===== src/rtl/link_evt_pkg.sv =====
package link_evt_pkg;
  localparam int REG_W = 8;

  localparam logic [2:0] ADR_FLAG_A = 3'd0;
  localparam logic [2:0] ADR_FLAG_B = 3'd1;
  localparam logic [2:0] ADR_EN_A   = 3'd2;
  localparam logic [2:0] ADR_EN_B   = 3'd3;
  localparam logic [2:0] ADR_LIVE   = 3'd4;

  localparam int A_STEP  = 1;
  localparam int A_EDID  = 2;
  localparam int A_VSYNC = 5;
  localparam int A_RXS   = 6;
  localparam int A_HPD   = 7;
  localparam int B_KSV   = 6;
  localparam int B_ERR   = 7;

  localparam logic [REG_W-1:0] MASK_A = 8'hE6;
  localparam logic [REG_W-1:0] MASK_B = 8'hC0;

  localparam logic [3:0] ST_HDCP_INIT = 4'd3;
  localparam logic [3:0] ST_HDCP_ON   = 4'd4;

  localparam int N_LINES = 3;
  localparam int LN_HPD = 0;
  localparam int LN_RXS = 1;
  localparam int LN_VS  = 2;
endpackage


===== src/rtl/link_evt_edge.sv =====
module link_evt_edge #(
  parameter int STAGES   = 2,
  parameter bit ANY_EDGE = 1'b1
) (
  input  logic clk,
  input  logic rst,
  input  logic din,
  output logic level_o,
  output logic evt_o
);
  logic [STAGES:0] chain;

  always_ff @(posedge clk) begin
    if (rst) chain <= '0;
    else     chain <= {chain[STAGES-1:0], din};
  end

  assign level_o = chain[STAGES-1];

  generate
    if (ANY_EDGE) begin : g_any
      assign evt_o = chain[STAGES-1] ^ chain[STAGES];
    end else begin : g_rise
      assign evt_o = chain[STAGES-1] & ~chain[STAGES];
    end
  endgenerate
endmodule


===== src/rtl/link_evt_sticky.sv =====
module link_evt_sticky #(
  parameter int W = 8,
  parameter logic [W-1:0] USED = '1
) (
  input  logic         clk,
  input  logic         rst,
  input  logic [W-1:0] set_vec,
  input  logic         wr_sel,
  input  logic [W-1:0] wdata,
  output logic [W-1:0] flags_q
);
  logic [W-1:0] clr_vec;
  logic [W-1:0] flags_d;

  always_comb begin
    clr_vec = wr_sel ? ~wdata : '0;
    flags_d = ((flags_q & ~clr_vec) | set_vec) & USED;
  end

  always_ff @(posedge clk) begin
    if (rst) flags_q <= '0;
    else     flags_q <= flags_d;
  end

  AST_HOLD_NO_WRITE: assert property (@(posedge clk) disable iff (rst)
    !wr_sel |=> ((flags_q & $past(flags_q)) == $past(flags_q)));

  AST_SET_WINS: assert property (@(posedge clk) disable iff (rst)
    ((set_vec & USED) != '0) |=> ((flags_q & $past(set_vec & USED)) == $past(set_vec & USED)));

  AST_CLEAR_ZEROS_ONLY: assert property (@(posedge clk) disable iff (rst)
    (wr_sel && set_vec == '0) |=> (flags_q == ($past(flags_q) & $past(wdata))));
endmodule


===== src/rtl/link_evt_irq.sv =====
module link_evt_irq
  import link_evt_pkg::*;
#(
  parameter int ADDR_W      = 3,
  parameter int ST_W        = 4,
  parameter int SYNC_STAGES = 2
) (
  input  logic              clk,
  input  logic              rst,
  input  logic [ADDR_W-1:0] reg_addr,
  input  logic              reg_wr,
  input  logic [REG_W-1:0]  reg_wdata,
  output logic [REG_W-1:0]  reg_rdata,
  input  logic              hpd_in,
  input  logic              rxsense_in,
  input  logic              vsync_in,
  input  logic [ST_W-1:0]   ctl_state,
  input  logic              edid_done,
  input  logic              ksv_ready,
  input  logic              ctl_error,
  output logic              irq
);
  logic [N_LINES-1:0] raw_lines;
  logic [N_LINES-1:0] line_lvl;
  logic [N_LINES-1:0] line_evt;

  assign raw_lines[LN_HPD] = hpd_in;
  assign raw_lines[LN_RXS] = rxsense_in;
  assign raw_lines[LN_VS]  = vsync_in;

  genvar gi;
  generate
    for (gi = 0; gi < N_LINES; gi++) begin : g_line
      link_evt_edge #(
        .STAGES  (SYNC_STAGES),
        .ANY_EDGE(gi != LN_VS)
      ) u_edge (
        .clk    (clk),
        .rst    (rst),
        .din    (raw_lines[gi]),
        .level_o(line_lvl[gi]),
        .evt_o  (line_evt[gi])
      );
    end
  endgenerate

  logic [ST_W-1:0] state_q;
  logic            step_evt;

  always_ff @(posedge clk) begin
    if (rst) state_q <= '0;
    else     state_q <= ctl_state;
  end

  assign step_evt = (state_q == ST_W'(ST_HDCP_INIT)) && (ctl_state == ST_W'(ST_HDCP_ON));

  logic [REG_W-1:0] set_a, set_b;
  always_comb begin
    set_a          = '0;
    set_a[A_HPD]   = line_evt[LN_HPD];
    set_a[A_RXS]   = line_evt[LN_RXS];
    set_a[A_VSYNC] = line_evt[LN_VS];
    set_a[A_EDID]  = edid_done;
    set_a[A_STEP]  = step_evt;
    set_b          = '0;
    set_b[B_KSV]   = ksv_ready;
    set_b[B_ERR]   = ctl_error;
  end

  logic wr_a, wr_b;
  assign wr_a = reg_wr && (reg_addr == ADDR_W'(ADR_FLAG_A));
  assign wr_b = reg_wr && (reg_addr == ADDR_W'(ADR_FLAG_B));

  logic [REG_W-1:0] flags_a, flags_b;

  link_evt_sticky #(.W(REG_W), .USED(MASK_A)) u_flags_a (
    .clk(clk), .rst(rst), .set_vec(set_a), .wr_sel(wr_a),
    .wdata(reg_wdata), .flags_q(flags_a)
  );

  link_evt_sticky #(.W(REG_W), .USED(MASK_B)) u_flags_b (
    .clk(clk), .rst(rst), .set_vec(set_b), .wr_sel(wr_b),
    .wdata(reg_wdata), .flags_q(flags_b)
  );

  logic [REG_W-1:0] en_a, en_b;
  always_ff @(posedge clk) begin
    if (rst) begin
      en_a <= '0;
      en_b <= '0;
    end else if (reg_wr) begin
      if (reg_addr == ADDR_W'(ADR_EN_A)) en_a <= reg_wdata;
      if (reg_addr == ADDR_W'(ADR_EN_B)) en_b <= reg_wdata;
    end
  end

  logic [REG_W-1:0] live_word;
  always_comb begin
    live_word         = '0;
    live_word[3:0]    = ctl_state[3:0];
    live_word[4]      = line_lvl[LN_HPD];
    live_word[5]      = line_lvl[LN_RXS];
  end

  always_ff @(posedge clk) begin
    if (rst) begin
      reg_rdata <= '0;
    end else begin
      case (reg_addr)
        ADDR_W'(ADR_FLAG_A): reg_rdata <= flags_a;
        ADDR_W'(ADR_FLAG_B): reg_rdata <= flags_b;
        ADDR_W'(ADR_EN_A):   reg_rdata <= en_a;
        ADDR_W'(ADR_EN_B):   reg_rdata <= en_b;
        ADDR_W'(ADR_LIVE):   reg_rdata <= live_word;
        default:             reg_rdata <= '0;
      endcase
    end
  end

  always_ff @(posedge clk) begin
    if (rst) irq <= 1'b0;
    else     irq <= |(flags_a & en_a) | |(flags_b & en_b);
  end

  AST_STEP_ONLY_3_TO_4: assert property (@(posedge clk) disable iff (rst)
    $rose(flags_a[A_STEP]) |-> ($past(ctl_state) == ST_W'(ST_HDCP_ON) &&
                                $past(ctl_state, 2) == ST_W'(ST_HDCP_INIT)));

  AST_IRQ_LOW_WHEN_MASKED: assert property (@(posedge clk) disable iff (rst)
    (en_a == '0 && en_b == '0 && $past(en_a) == '0 && $past(en_b) == '0) |-> !irq);

  AST_UNUSED_READ_ZERO: assert property (@(posedge clk) disable iff (rst)
    ($past(reg_addr) == ADDR_W'(ADR_FLAG_A) && !$past(rst)) |-> ((reg_rdata & ~MASK_A) == '0));
endmodule


===== config.mk =====
export PLATFORM = sky130hd
export DESIGN_NAME = link_evt_irq
export DESIGN_NICKNAME = d
export VERILOG_FILES = /design/src/rtl/link_evt_pkg.sv /design/src/rtl/link_evt_edge.sv /design/src/rtl/link_evt_sticky.sv /design/src/rtl/link_evt_irq.sv
export SDC_FILE = /design/constraint.sdc
export NUM_CORES = 1
export LEC_CHECK = 0
export ABC_AREA = 1
export ABC_CLOCK_PERIOD_IN_PS = 3500
export BUFFER_PORTS_ARGS = -buffer_cell sky130_fd_sc_hd__buf_2
export CELL_PAD_IN_SITES_DETAIL_PLACEMENT = 0
export CELL_PAD_IN_SITES_GLOBAL_PLACEMENT = 2
export CORE_UTILIZATION = 32
export DETAILED_ROUTE_END_ITERATION = 12
export PLACE_DENSITY_LB_ADDON = 0.1
export SYNTH_ARGS = -nofsm -noshare
export SYNTH_HDL_FRONTEND = slang
export SYNTH_SLANG_ARGS = --single-unit

===== constraint.sdc =====
create_clock -name clk -period 3.5 [get_ports clk]
set_clock_uncertainty 0.15 [all_clocks]
set_input_delay 0.525 -clock clk [delete_from_list [all_inputs] [get_ports clk]]
set_output_delay 0.525 -clock clk [all_outputs]
set_load 0.005 [all_outputs]

== After elaboration in Yosys (flattened, before gate mapping) ==
Cells that the tools add are included.
Widths: inputs -> output; s select.

* Flip-flop bits (word level): 54
* Bits in latches: 0
* Bits in writable memories: 0
* ROM bits: 0
* Input bits: 24
* Logic and storage cells: 43
* Memories kept: 0

* Add/sub/neg operators: 0
* $mul: 0
* Div/mod/pow operators: 0
* $lt $le $gt $ge: 0
* Equal/unequal tests: 6
* Shift operators: 0
* Muxes and demuxes: 3
* Bitwise gates (word level): 14
* Reduce and logical (&&, ||, !) cells: 8

{| class="wikitable"
|+ Operator list
! kind !! number
|-
| $pmux 8 s5 || 1
|-
| $and 8x8->8 || 4
|-
| $not 8->8 || 3
|-
| $mux 8 || 2
|-
| $or 8x8->8 || 2
|-
| $reduce_or 8->1 || 2
|-
| $eq 3x2->1 const B || 2
|-
| $eq 4x2->1 const B || 1
|-
| $eq 4x3->1 const B || 1
|-
| $reduce_and 2->1 || 2
|-
| $eq 3x1->1 const B || 1
|-
| $eq 3x3->1 const B || 1
|-
| $logic_and 1x1->1 || 3
|-
| $logic_not 3->1 || 1
|-
| $xor 1x1->1 || 2
|-
| $and 1x1->1 || 1
|-
| $not 1->1 || 1
|-
| $or 1x1->1 || 1
|}

== Logic depth before layout (Yosys ltp) ==
Gate-level depths: netlist of the first run.

* Depth after elaboration: 6
* Depth in mapped cells: 8
* Gate-level depth less buffers: 7

== Modules after synthesis ==
A second synthesis of the first run with hierarchy kept.

* Cells, all modules: 322
* Area total of the unflattened synthesis: 2107.0 sq um

{| class="wikitable"
|+ Modules (own cells, without submodules)
! module !! instances !! cells an instance !! area each (sq um) !! sequential area each (sq um)
|-
| link_evt_irq || 1 || 233 || 1470.2 || 580.6
|-
| link_evt_sticky (u_flags_a) || 1 || 34 || 226.5 || 100.1
|-
| link_evt_edge (g_line[0].u_edge ...) || 2 || 13 || 97.6 || 60.1
|-
| link_evt_sticky (u_flags_b) || 1 || 19 || 128.9 || 40.0
|-
| link_evt_edge (g_line[2].u_edge) || 1 || 10 || 86.3 || 60.1
|}

== Worst setup path after synthesis of the first run ==
Ideal clock, no wire load.

* Kind: input -> register
* Start: input reg_addr[1]
* End: register en_a[3]
* Setup time: 114 ps
* Data arrival time: 1279 ps
* Required time: 3236 ps
* Path slack: 1957 ps
* Stages on the path: 8
* Path buffers: 1
* Path through: inv_2 nor2_4 nand2_4 nor2_8 buf_8 nand2_1 nand2_1 nor2_2

* Longest elaborated chain between the ends: 2

{| class="wikitable"
|+ Ends and longest elaborated chain
! what !! line !! source
|-
| start, declared || link_evt_irq.sv:10 || <nowiki>input logic [ADDR_W-1:0] reg_addr,</nowiki>
|-
| $eq 3x2->1 || link_evt_irq.sv:92 || <nowiki>if (reg_addr == ADDR_W'(ADR_EN_A)) en_a <= reg_wdata;</nowiki>
|-
| $reduce_and 2->1 (no source line) || n/a ||
|-
| end signal, assigned || link_evt_irq.sv:92 ||
|-
| end, declared || link_evt_irq.sv:86 || <nowiki>logic [REG_W-1:0] en_a, en_b;</nowiki>
|}

No other way between the ends.
A chain may end at the register's enable or synchronous reset.

== Final worst setup path of the first run ==
* Start: input reg_addr[0]
* End: register u_flags_a.flags_q[5]

* Longest elaborated chain between the ends: 6

{| class="wikitable"
|+ Ends and longest elaborated chain
! what !! line !! source
|-
| $logic_not 3->1 || link_evt_irq.sv:71 || <nowiki>assign wr_a = reg_wr && (reg_addr == ADDR_W'(ADR_FLAG_A));</nowiki>
|-
| $logic_and 1x1->1 || link_evt_irq.sv:71 ||
|-
| $mux 8 || link_evt_sticky.sv:16 || <nowiki>clr_vec = wr_sel ? ~wdata : '0;</nowiki>
|-
| $not 8->8 || link_evt_sticky.sv:17 || <nowiki>flags_d = ((flags_q & ~clr_vec) | set_vec) & USED;</nowiki>
|-
| $and 8x8->8 || link_evt_sticky.sv:17 ||
|-
| $or 8x8->8 || link_evt_sticky.sv:17 ||
|-
| end signal, assigned || link_evt_sticky.sv:22 || <nowiki>else flags_q <= flags_d;</nowiki>
|-
| end, declared || link_evt_sticky.sv:10 || <nowiki>output logic [W-1:0] flags_q</nowiki>
|}

No other way between the ends.

==> results.txt, run 1 <==
sequential area share after synthesis: 48.5%
post-DP HPWL: 3280 µm
RSZ-0062 raised after global routing: false
status: finished clean
vias per cell: 4.37
Mapped Avg Cell Area: 7.10 µm²
Worst EP required: 3540 ps
IO Pins: 33
reg2reg path depth: 4
crit path from: reg_addr[0]
Core Footprint: 5540 µm²
pwr dens: 431 nW/µm²
Initial Utilization: 33.6%
Fillers: 636
WL final: 4360 µm
Root Driver: clkbuf_8
adder-cell share of the synthesized area: 0%
first-pass GRT wire length: 7420 µm
synth unique cells: 20
Post-CTS Resized: 0
CTS sink count: 45
period utilization: 42.8%
CP Data Arrival Time: 1540 ps
Die Ht: 78.2 µm
Max Slew Vio Count: 0
final std cells w/o fill: 368
Setup crit start kind: input port
RePlAce Congestion: 0.743
Synth area leaders: dfxtp_1, nand2_1, nor2_1, inv_1, a21oi_1
Netlist Area Pre-Place: 1860 µm²
Pwr Total: 930 µW
post-synthesis xor/xnor area fraction: 0.942%
number of global-route vias before repair: 1,566
Initial DRC Count: 103
post-synthesis instance total: 262
crit-path max FO: 12
CTS tree: built
# rows: 27
largest family of logic cells by synthesized area: simple AND/OR/NAND/NOR gates
Post-DRT Antenna Nets: 0
top-area cell type share of the netlist area: 48.5%
Worst VDD drop: 0.162 mV
max_cap viols: 0
DRT Pass-1 Iters: 4
Critical Path End Type: flop
Buffers on Ports: 32
FF+latch count, synth: 45
NumNets Final: 319
Max Root-Sink Buffers: 2
clk slew on worst S/H paths: 80 ps
DRC viols: 0
Rel. slew slack: 65.0%
Avg WL per Cell: 11.9 µm
largest net degree at the start of global routing: 37
Total GRT Usage: 16.2%
hold buffer count at CTS: 0
final setup TNS: 0 ps
initial antenna violation count: 0
static leakage: 1.01 nW
Synth Area in Compound Gates: 4.04%
area delta synth->final: 16.0%
worst-skew pair later-pin latency: 290 ps
Setup CP Type: input port to flop
Worst setup endpoint: u_flags_a.flags_q[5]
post-synthesis mux area share: 0%
reg2reg setup slack: 2540 ps
antenna cells: 0
number of placed cells counting well taps: 360
Vias: 1,607
Die X: 78.2 µm
CTS H-tree depth: 2
final setup violation count: 0
Hold Crit Class: flop to flop
most frequent cells in the layout: nand2_1, nor2_1, dfxtp_1
most common cell after layout, fill and taps aside: nand2_1
Yosys warning count: 0
FF-to-FF End: irq
total setup buffers inserted after CTS: 0
achievable clock frequency: 667 MHz
layout cells sized above 1: 17.6%
aggregate global routing overflow: 0
Net Count, Synth: 286
Final Hold Viols: 0
worst r2r src: en_a[5]
Worst Tran Pin Value: 521 ps
Tmin final: 1500 ps
die area: 6120 µm²
Post-Route Utilization: 38.9%
area fraction in and, or, nand and nor cells after synthesis: 37.8%
Synth area leader: dfxtp_1
TritonCTS Buffers: 5
worst max-delay path, cell delays in order:
cell     delay [ps]
buf_2           180
inv_1           160
nand2_1          80
nor2_1          330
nand3_1         120
nand3_1          90
nand2_1          50
state kept, by name, summed over array words and instances (netlist names):
signal               flops
en_a                     8
g_line.u_edge.chain      9
en_b                     8
irq                      1
u_flags_a.flags_q        5
reg_rdata                8
state_q                  4
u_flags_b.flags_q        2
cell usage after synthesis, drive strengths merged:
cell type,n
a21oi,15
buf,5
clkbuf,2
clkinv,1
dfxtp,45
inv,32
nand2,80
nand3,15
nand4,6
nor2,56
nor3,3
xnor2,2
metal layers:
| layer | wire [µm] | share of wire, % | global-route usage [%] |
|---|---|---|---|
| met4 | 54 | 1.2 | 5.56 |
| met3 | 150 | 3.4 | 3.60 |
| met5 | 0 | 0 | 0 |
| met2 | 2150 | 49 | 28.4 |
| met1 | 2010 | 46 | 19.3 |
cell type report:
cell class / instances / area, µm² / area share, %
Inverter: 33 / 124 / 5.74
Timing Repair Buffer: 33 / 168 / 7.77
Tap cell: 72 / 90.1 / 4.18
Clock buffer: 8 / 80.1 / 3.71
Sequential cell: 45 / 901 / 41.8
Multi-Input combinational cell: 177 / 795 / 36.8
metrics by stage:
stage	setup WS, ps	hold WS (ps)	cell area (µm²)
after floorplan	1960	238	1860
after detailed placement	1690	244	2080
after CTS	2000	255	2160
final	2000	254	2160
after global placement	1680	240	2080
after global routing	1810	270	2160
power by group:
group          leakage (nW)  internal (mW)  switching, mW
clock network        0.0395          0.142          0.162
registers             0.368          0.531         0.0110
logic                 0.604         0.0303         0.0543
total                  1.01          0.703          0.227
logic make-up after synthesis:
| logic type | after synthesis |
|---|---|
| xor+xnor | 2 |
| simple gates | 160 |
| flops | 45 |
| compound gates | 15 |
| buf+inv | 40 |
how the worst min path moves through the flow:
stage | from | cells past startpoint | to | slack [ps]
global placement | g_line[1].u_edge.chain[0] | 2 | g_line[1].u_edge.chain[1] | 240
floorplan | g_line[0].u_edge.chain[0] | 2 | g_line[0].u_edge.chain[1] | 240
finish | g_line[1].u_edge.chain[0] | 2 | g_line[1].u_edge.chain[1] | 250
CTS | g_line[0].u_edge.chain[0] | 2 | g_line[0].u_edge.chain[1] | 250
detailed placement | g_line[0].u_edge.chain[0] | 2 | g_line[0].u_edge.chain[1] | 240
global route | g_line[1].u_edge.chain[0] | 2 | g_line[1].u_edge.chain[1] | 270
(Power assumes the default switching activity.)
==> run 2: changes to the inputs <==
--- a/config.mk
+++ b/config.mk
@@ -6,11 +6,11 @@
 export NUM_CORES = 1
 export LEC_CHECK = 0
 export ABC_AREA = 1
-export ABC_CLOCK_PERIOD_IN_PS = 3500
+export ABC_CLOCK_PERIOD_IN_PS = 1200
 export BUFFER_PORTS_ARGS = -buffer_cell sky130_fd_sc_hd__buf_2
 export CELL_PAD_IN_SITES_DETAIL_PLACEMENT = 0
 export CELL_PAD_IN_SITES_GLOBAL_PLACEMENT = 2
-export CORE_UTILIZATION = 32
+export CORE_UTILIZATION = 27
 export DETAILED_ROUTE_END_ITERATION = 12
 export PLACE_DENSITY_LB_ADDON = 0.1
 export SYNTH_ARGS = -nofsm -noshare
==> constraint.sdc (replaced) <==
create_clock -name clk -period 1.2 [get_ports clk]
set_clock_uncertainty 0.15 [all_clocks]
set_input_delay 0.18 -clock clk [delete_from_list [all_inputs] [get_ports clk]]
set_output_delay 0.18 -clock clk [all_outputs]
set_load 0.005 [all_outputs]
==> run 2 against run 1 <==
Total power rose to 3.3 times the previous value; via count up 7.5%; largest cell class unchanged; cell area up 17%; hold slack worse by 190 ps; highest routed layer unchanged; count of clock-buffer cells in the layout down 2.
==> results.txt, run 2 (synthesis results as in run 1) <==
hold slack: 63.8 ps
# rows: 29
Initial DRC Count: 44
Final Hold Viols: 0
worst-skew pair later-pin latency: 290 ps
final setup violation count: 0
Worst Tran Pin Value: 310 ps
most frequent cells in the layout: nand2_1, nor2_1, dfxtp_1
crit-path max FO: 2
Root Driver: clkbuf_8
Post-DRT Antenna Nets: 0
vias per cell: 4.26
CTS H-tree depth: 2
initial antenna violation count: 0
Tmin final: 1160 ps
layout cells sized above 1: 22.3%
DRC viols: 0
largest net degree at the start of global routing: 20
Avg WL per Cell: 11.9 µm
max_cap viols: 0
crit path cell chain: dlygate4sd3_1 > buf_2 > inv_2 > nand2_2 > nor3_2 > nand2_1 > a21oi_1
DRT Pass-1 Iters: 4
RePlAce Congestion: 0.808
worst r2r src: u_flags_a.flags_q[1]
Setup CP Type: input port to flop
Fillers: 716
IO Pins: 33
Critical Path End Type: flop
most common cell after layout, fill and taps aside: nand2_1
Pwr Total: 3.10 mW
Initial Utilization: 28.6%
reg2reg path depth: 4
Max Slew Vio Count: 0
Die Ht: 85.0 µm
Hold Crit Depth: 5
Post-Route Utilization: 38.8%
aggregate global routing overflow: 0
area delta synth->final: 35.6%
period utilization: 96.4%
FF-to-FF End: irq
area of the multi-input gates: 802 µm²
status: finished clean
Die X: 85.0 µm
reg2reg setup slack: 260 ps
Setup crit start kind: input port
CTS tree: built
Max Root-Sink Buffers: 2
number of global-route vias before repair: 1,694
Largest delay share family, worst path: buffers and inverters
register area: 901 µm²
Worst VDD drop: 0.528 mV
count of buffer and inverter cells on the critical path: 3
antenna cells: 0
Crit path largest cell delay: 530 ps
Hold Crit Class: input port to flop
Largest register FFs: 9
die area: 7220 µm²
Buffers on Ports: 32
RSZ-0062 raised after global routing: true
Total GRT Usage: 14.7%
CTS sink count: 45
Worst EP required: 1280 ps
Slowest-stage cell, CP: dlygate4sd3_1
clk slew on worst S/H paths: 90 ps
Vias: 1,727
post-DP HPWL: 3660 µm
Finished Cell Area: 2520 µm²
Rel. slew slack: 79.2%
crit path from: ctl_state[3]
DP Area: 2210 µm²
pwr dens: 1230 nW/µm²
hold_sp: ctl_state[0]
WL final: 4830 µm
Reg with most FFs: g_line.u_edge.chain
Core Footprint: 6490 µm²
achievable clock frequency: 864 MHz
static leakage: 1.18 nW
first-pass GRT wire length: 8080 µm
CP Data Arrival Time: 1240 ps
hold endpoint: reg_rdata[0]
NumNets Final: 351
TritonCTS Buffers: 5
-- run 2: cell count changes in the layout (fill, tap and decap cells not counted), moves of 2 or more --
cell	before	now
dlygate4sd3_1	0	18
buf_4	1	13
clkbuf_1	3	0
buf_12	0	2
inv_1	30	28
inv_2	2	4
-- run 2: per-layer routing --
| layer | up-vias | GRT usage (%) | routed length (µm) |
|---|---|---|---|
| met1 | 761 | 18.1 | 2310 |
| li1 | 929 | - | - |
| met5 | - | 0 | 0 |
| met2 | 30 | 25.7 | 2300 |
| met4 | 0 | 5.39 | 89 |
| met3 | 7 | 2.63 | 140 |
-- run 2: worst max path at each step --
stage / end / slack, ps / cells after the start
after floorplan: en_a[3] / 2 / 8
after global placement: en_a[1] / -90 / 7
after detailed placement: en_a[0] / -120 / 7
after CTS: u_flags_a.flags_q[1] / 20 / 7
after global routing: u_flags_a.flags_q[1] / -7 / 7
final: u_flags_a.flags_q[1] / 40 / 7
-- run 2: final cells by class --
| cell class | instances | area share (%) |
|---|---|---|
| well taps | 77 | 3.82 |
| flip-flops and latches | 45 | 35.7 |
| multi-input cells | 177 | 31.8 |
| clock inverters | 2 | 1.49 |
| clock buffers | 6 | 3.28 |
| inverters | 33 | 4.91 |
| repair buffers | 65 | 19.0 |
-- run 2: where the power goes --
group          switching [mW]  internal [mW]  leakage (nW)
Clock                   0.508          0.677        0.0574
Sequential             0.0309           1.55         0.368
Combinational           0.178          0.160         0.758
-- run 2: metrics by stage --
step | instances | setup TNS (ps) | setup slack (ps)
after CTS | 405 | 0 | 22.3
final | 405 | 0 | 43.1
after global placement | 379 | -1110 | -86.3
after detailed placement | 379 | -1210 | -117
after global routing | 405 | -6.97 | -6.97
after floorplan | 262 | 0 | 2.23
-- run 2: repair_timing --
action,4_1_cts,5_1_grt
hold buffers,18,0
endpoints found under the setup margin,0,2
resized for setup,0,4
endpoints found under the hold margin,18,0
buffers inserted,0,0
-- run 2: worst min-delay path, stage by stage --
cell	delay [ps]
buf_2	90
nand2_1	50
nand2_1	50
nor2_1	40
nor2_1	80
==> run 3: changes to the inputs <==
--- a/config.mk
+++ b/config.mk
@@ -12,7 +12,7 @@
 export CELL_PAD_IN_SITES_GLOBAL_PLACEMENT = 2
 export CORE_UTILIZATION = 27
 export DETAILED_ROUTE_END_ITERATION = 12
-export PLACE_DENSITY_LB_ADDON = 0.1
+export PLACE_DENSITY = 0.72
 export SYNTH_ARGS = -nofsm -noshare
 export SYNTH_HDL_FRONTEND = slang
 export SYNTH_SLANG_ARGS = --single-unit
==> run 3 against run 2 <==
The run now ends with negative hold slack left; die area stayed put; maximum frequency is 1.4% higher; via count is 1.4% lower; clock power is 18% lower; count of clock-buffer cells in the layout stayed put; register-to-register slack hardly changed; critical path depth stayed put; sequential power hardly changed; worst setup slack better by 16 ps; non-clock buffer count is 2 lower; critical endpoint unchanged.
==> results.txt, run 3 (synthesis results as in run 1) <==
final setup violation count: 0
reg2reg path depth: 4
status: complete, but fails checks
Finished Cell Area: 2460 µm²
NumNets Final: 349
CTS sink count: 45
aggregate global routing overflow: 0
most common cell after layout, fill and taps aside: nand2_1
achievable clock frequency: 877 MHz
Setup CP Type: input port to flop
largest net degree at the start of global routing: 22
Buffers on Ports: 32
Vias: 1,702
Core Footprint: 6490 µm²
Total GRT Usage: 14.3%
Worst VDD drop: 0.681 mV
# rows: 29
max_cap viols: 0
IO Pins: 33
DRC viols: 0
Pwr Total: 2.87 mW
Initial DRC Count: 45
most frequent cells in the layout: nand2_1, nor2_1, dfxtp_1
hold slack: -2.36 ps
RSZ-0062 raised after global routing: false
first-pass GRT wire length: 7800 µm
RePlAce Congestion: 0.731
WL final: 4690 µm
pwr dens: 1170 nW/µm²
CTS tree: built
number of global-route vias before repair: 1,634
Worst EP required: 1290 ps
post-DP HPWL: 3530 µm
Post-DRT Antenna Nets: 0
Final Hold Viols: 3
Die Ht: 85.0 µm
Avg WL per Cell: 11.7 µm
antenna cells: 0
static leakage: 1.15 nW
Max Slew Vio Count: 0
layout cells sized above 1: 21.8%
Root Driver: clkbuf_8
final std cells w/o fill: 402
Die X: 85.0 µm
worst-skew pair later-pin latency: 300 ps
failing checks: negative hold slack
Rel. slew slack: 81.7%
die area: 7220 µm²
CP Data Arrival Time: 1230 ps
Hold Crit Depth: 2
DRT Pass-1 Iters: 4
crit-path max FO: 2
number of placed cells counting well taps: 379
period utilization: 95.1%
Critical Path End Type: flop
CTS H-tree depth: 2
Tmin final: 1140 ps
Largest register FFs: 9
Setup crit start kind: input port
TritonCTS Buffers: 5
Hold Crit Class: input port to flop
vias per cell: 4.23
initial antenna violation count: 0
area delta synth->final: 32.2%
Initial Utilization: 28.6%
Reg with most FFs: g_line.u_edge.chain
clk slew on worst S/H paths: 80 ps
Worst Tran Pin Value: 273 ps
Max Root-Sink Buffers: 2
total setup buffers inserted after CTS: 0
DP Area: 2190 µm²
-- run 3: what timing repair did --
item / in CTS / in global routing
hold endpoints to repair: 18 / 0
setup endpoints to repair: 0 / 6
hold buffers: 18 / 0
resized for setup: 0 / 5
-- run 3: routing by layer --
layer  up-vias  GRT usage, %  part of all wire (%)
met5         -             0                     0
met3         7          4.18                   3.8
met1       748          17.5                    48
met4         0          4.62                   1.3
met2        28          24.0                    47
li1        919             -                     -
-- run 3: final timing paths --
path	startpoint	endpoint	slack, ps
hold / removal	rst	g_line[1].u_edge.chain[2]	-2
setup reg to reg	en_a[2]	irq	250
setup / recovery	ctl_state[3]	u_flags_a.flags_q[1]	60
hold reg to reg	g_line[1].u_edge.chain[0]	g_line[1].u_edge.chain[1]	250
-- run 3: area by class of cell --
| cell class | count | area [µm²] |
|---|---|---|
| Fill cell | 718 | 4040 |
| Sequential cell | 45 | 901 |
| Multi-Input combinational cell | 177 | 803 |
| Timing Repair Buffer | 63 | 443 |
| Inverter | 33 | 124 |
| Tap cell | 77 | 96.3 |
| Clock buffer | 6 | 82.6 |
| Clock inverter | 1 | 7.51 |
-- run 3: metrics by stage --
step | utilization [%] | setup WS (ps) | TNS, ps | hold WS, ps
4_1_cts | 37.9 | 12.2 | 0 | 0.313
6_report | 37.8 | 59.4 | 0 | -2.36
5_1_grt | 37.8 | 0.622 | 0 | 14.8
2_1_floorplan | - | 2.23 | 0 | 137
3_5_place_dp | 33.7 | -92.3 | -923 | 237
3_3_place_gp | 33.7 | -62.1 | -584 | 230
-- run 3: critical path, stage by stage --
cell	delay [ps]
dlygate4sd3_1	520
buf_2	120
inv_1	60
nand2_1	60
nor3_2	100
nand2_1	80
a21oi_2	110
-- run 3: report_power, final --
group	total, mW	internal [mW]	leakage [nW]	switching (mW)
sequential	1.58	1.55	0.368	0.0304
clock	0.970	0.456	0.0433	0.514
combinational	0.325	0.151	0.738	0.174
total	2.87	2.15	1.15	0.719
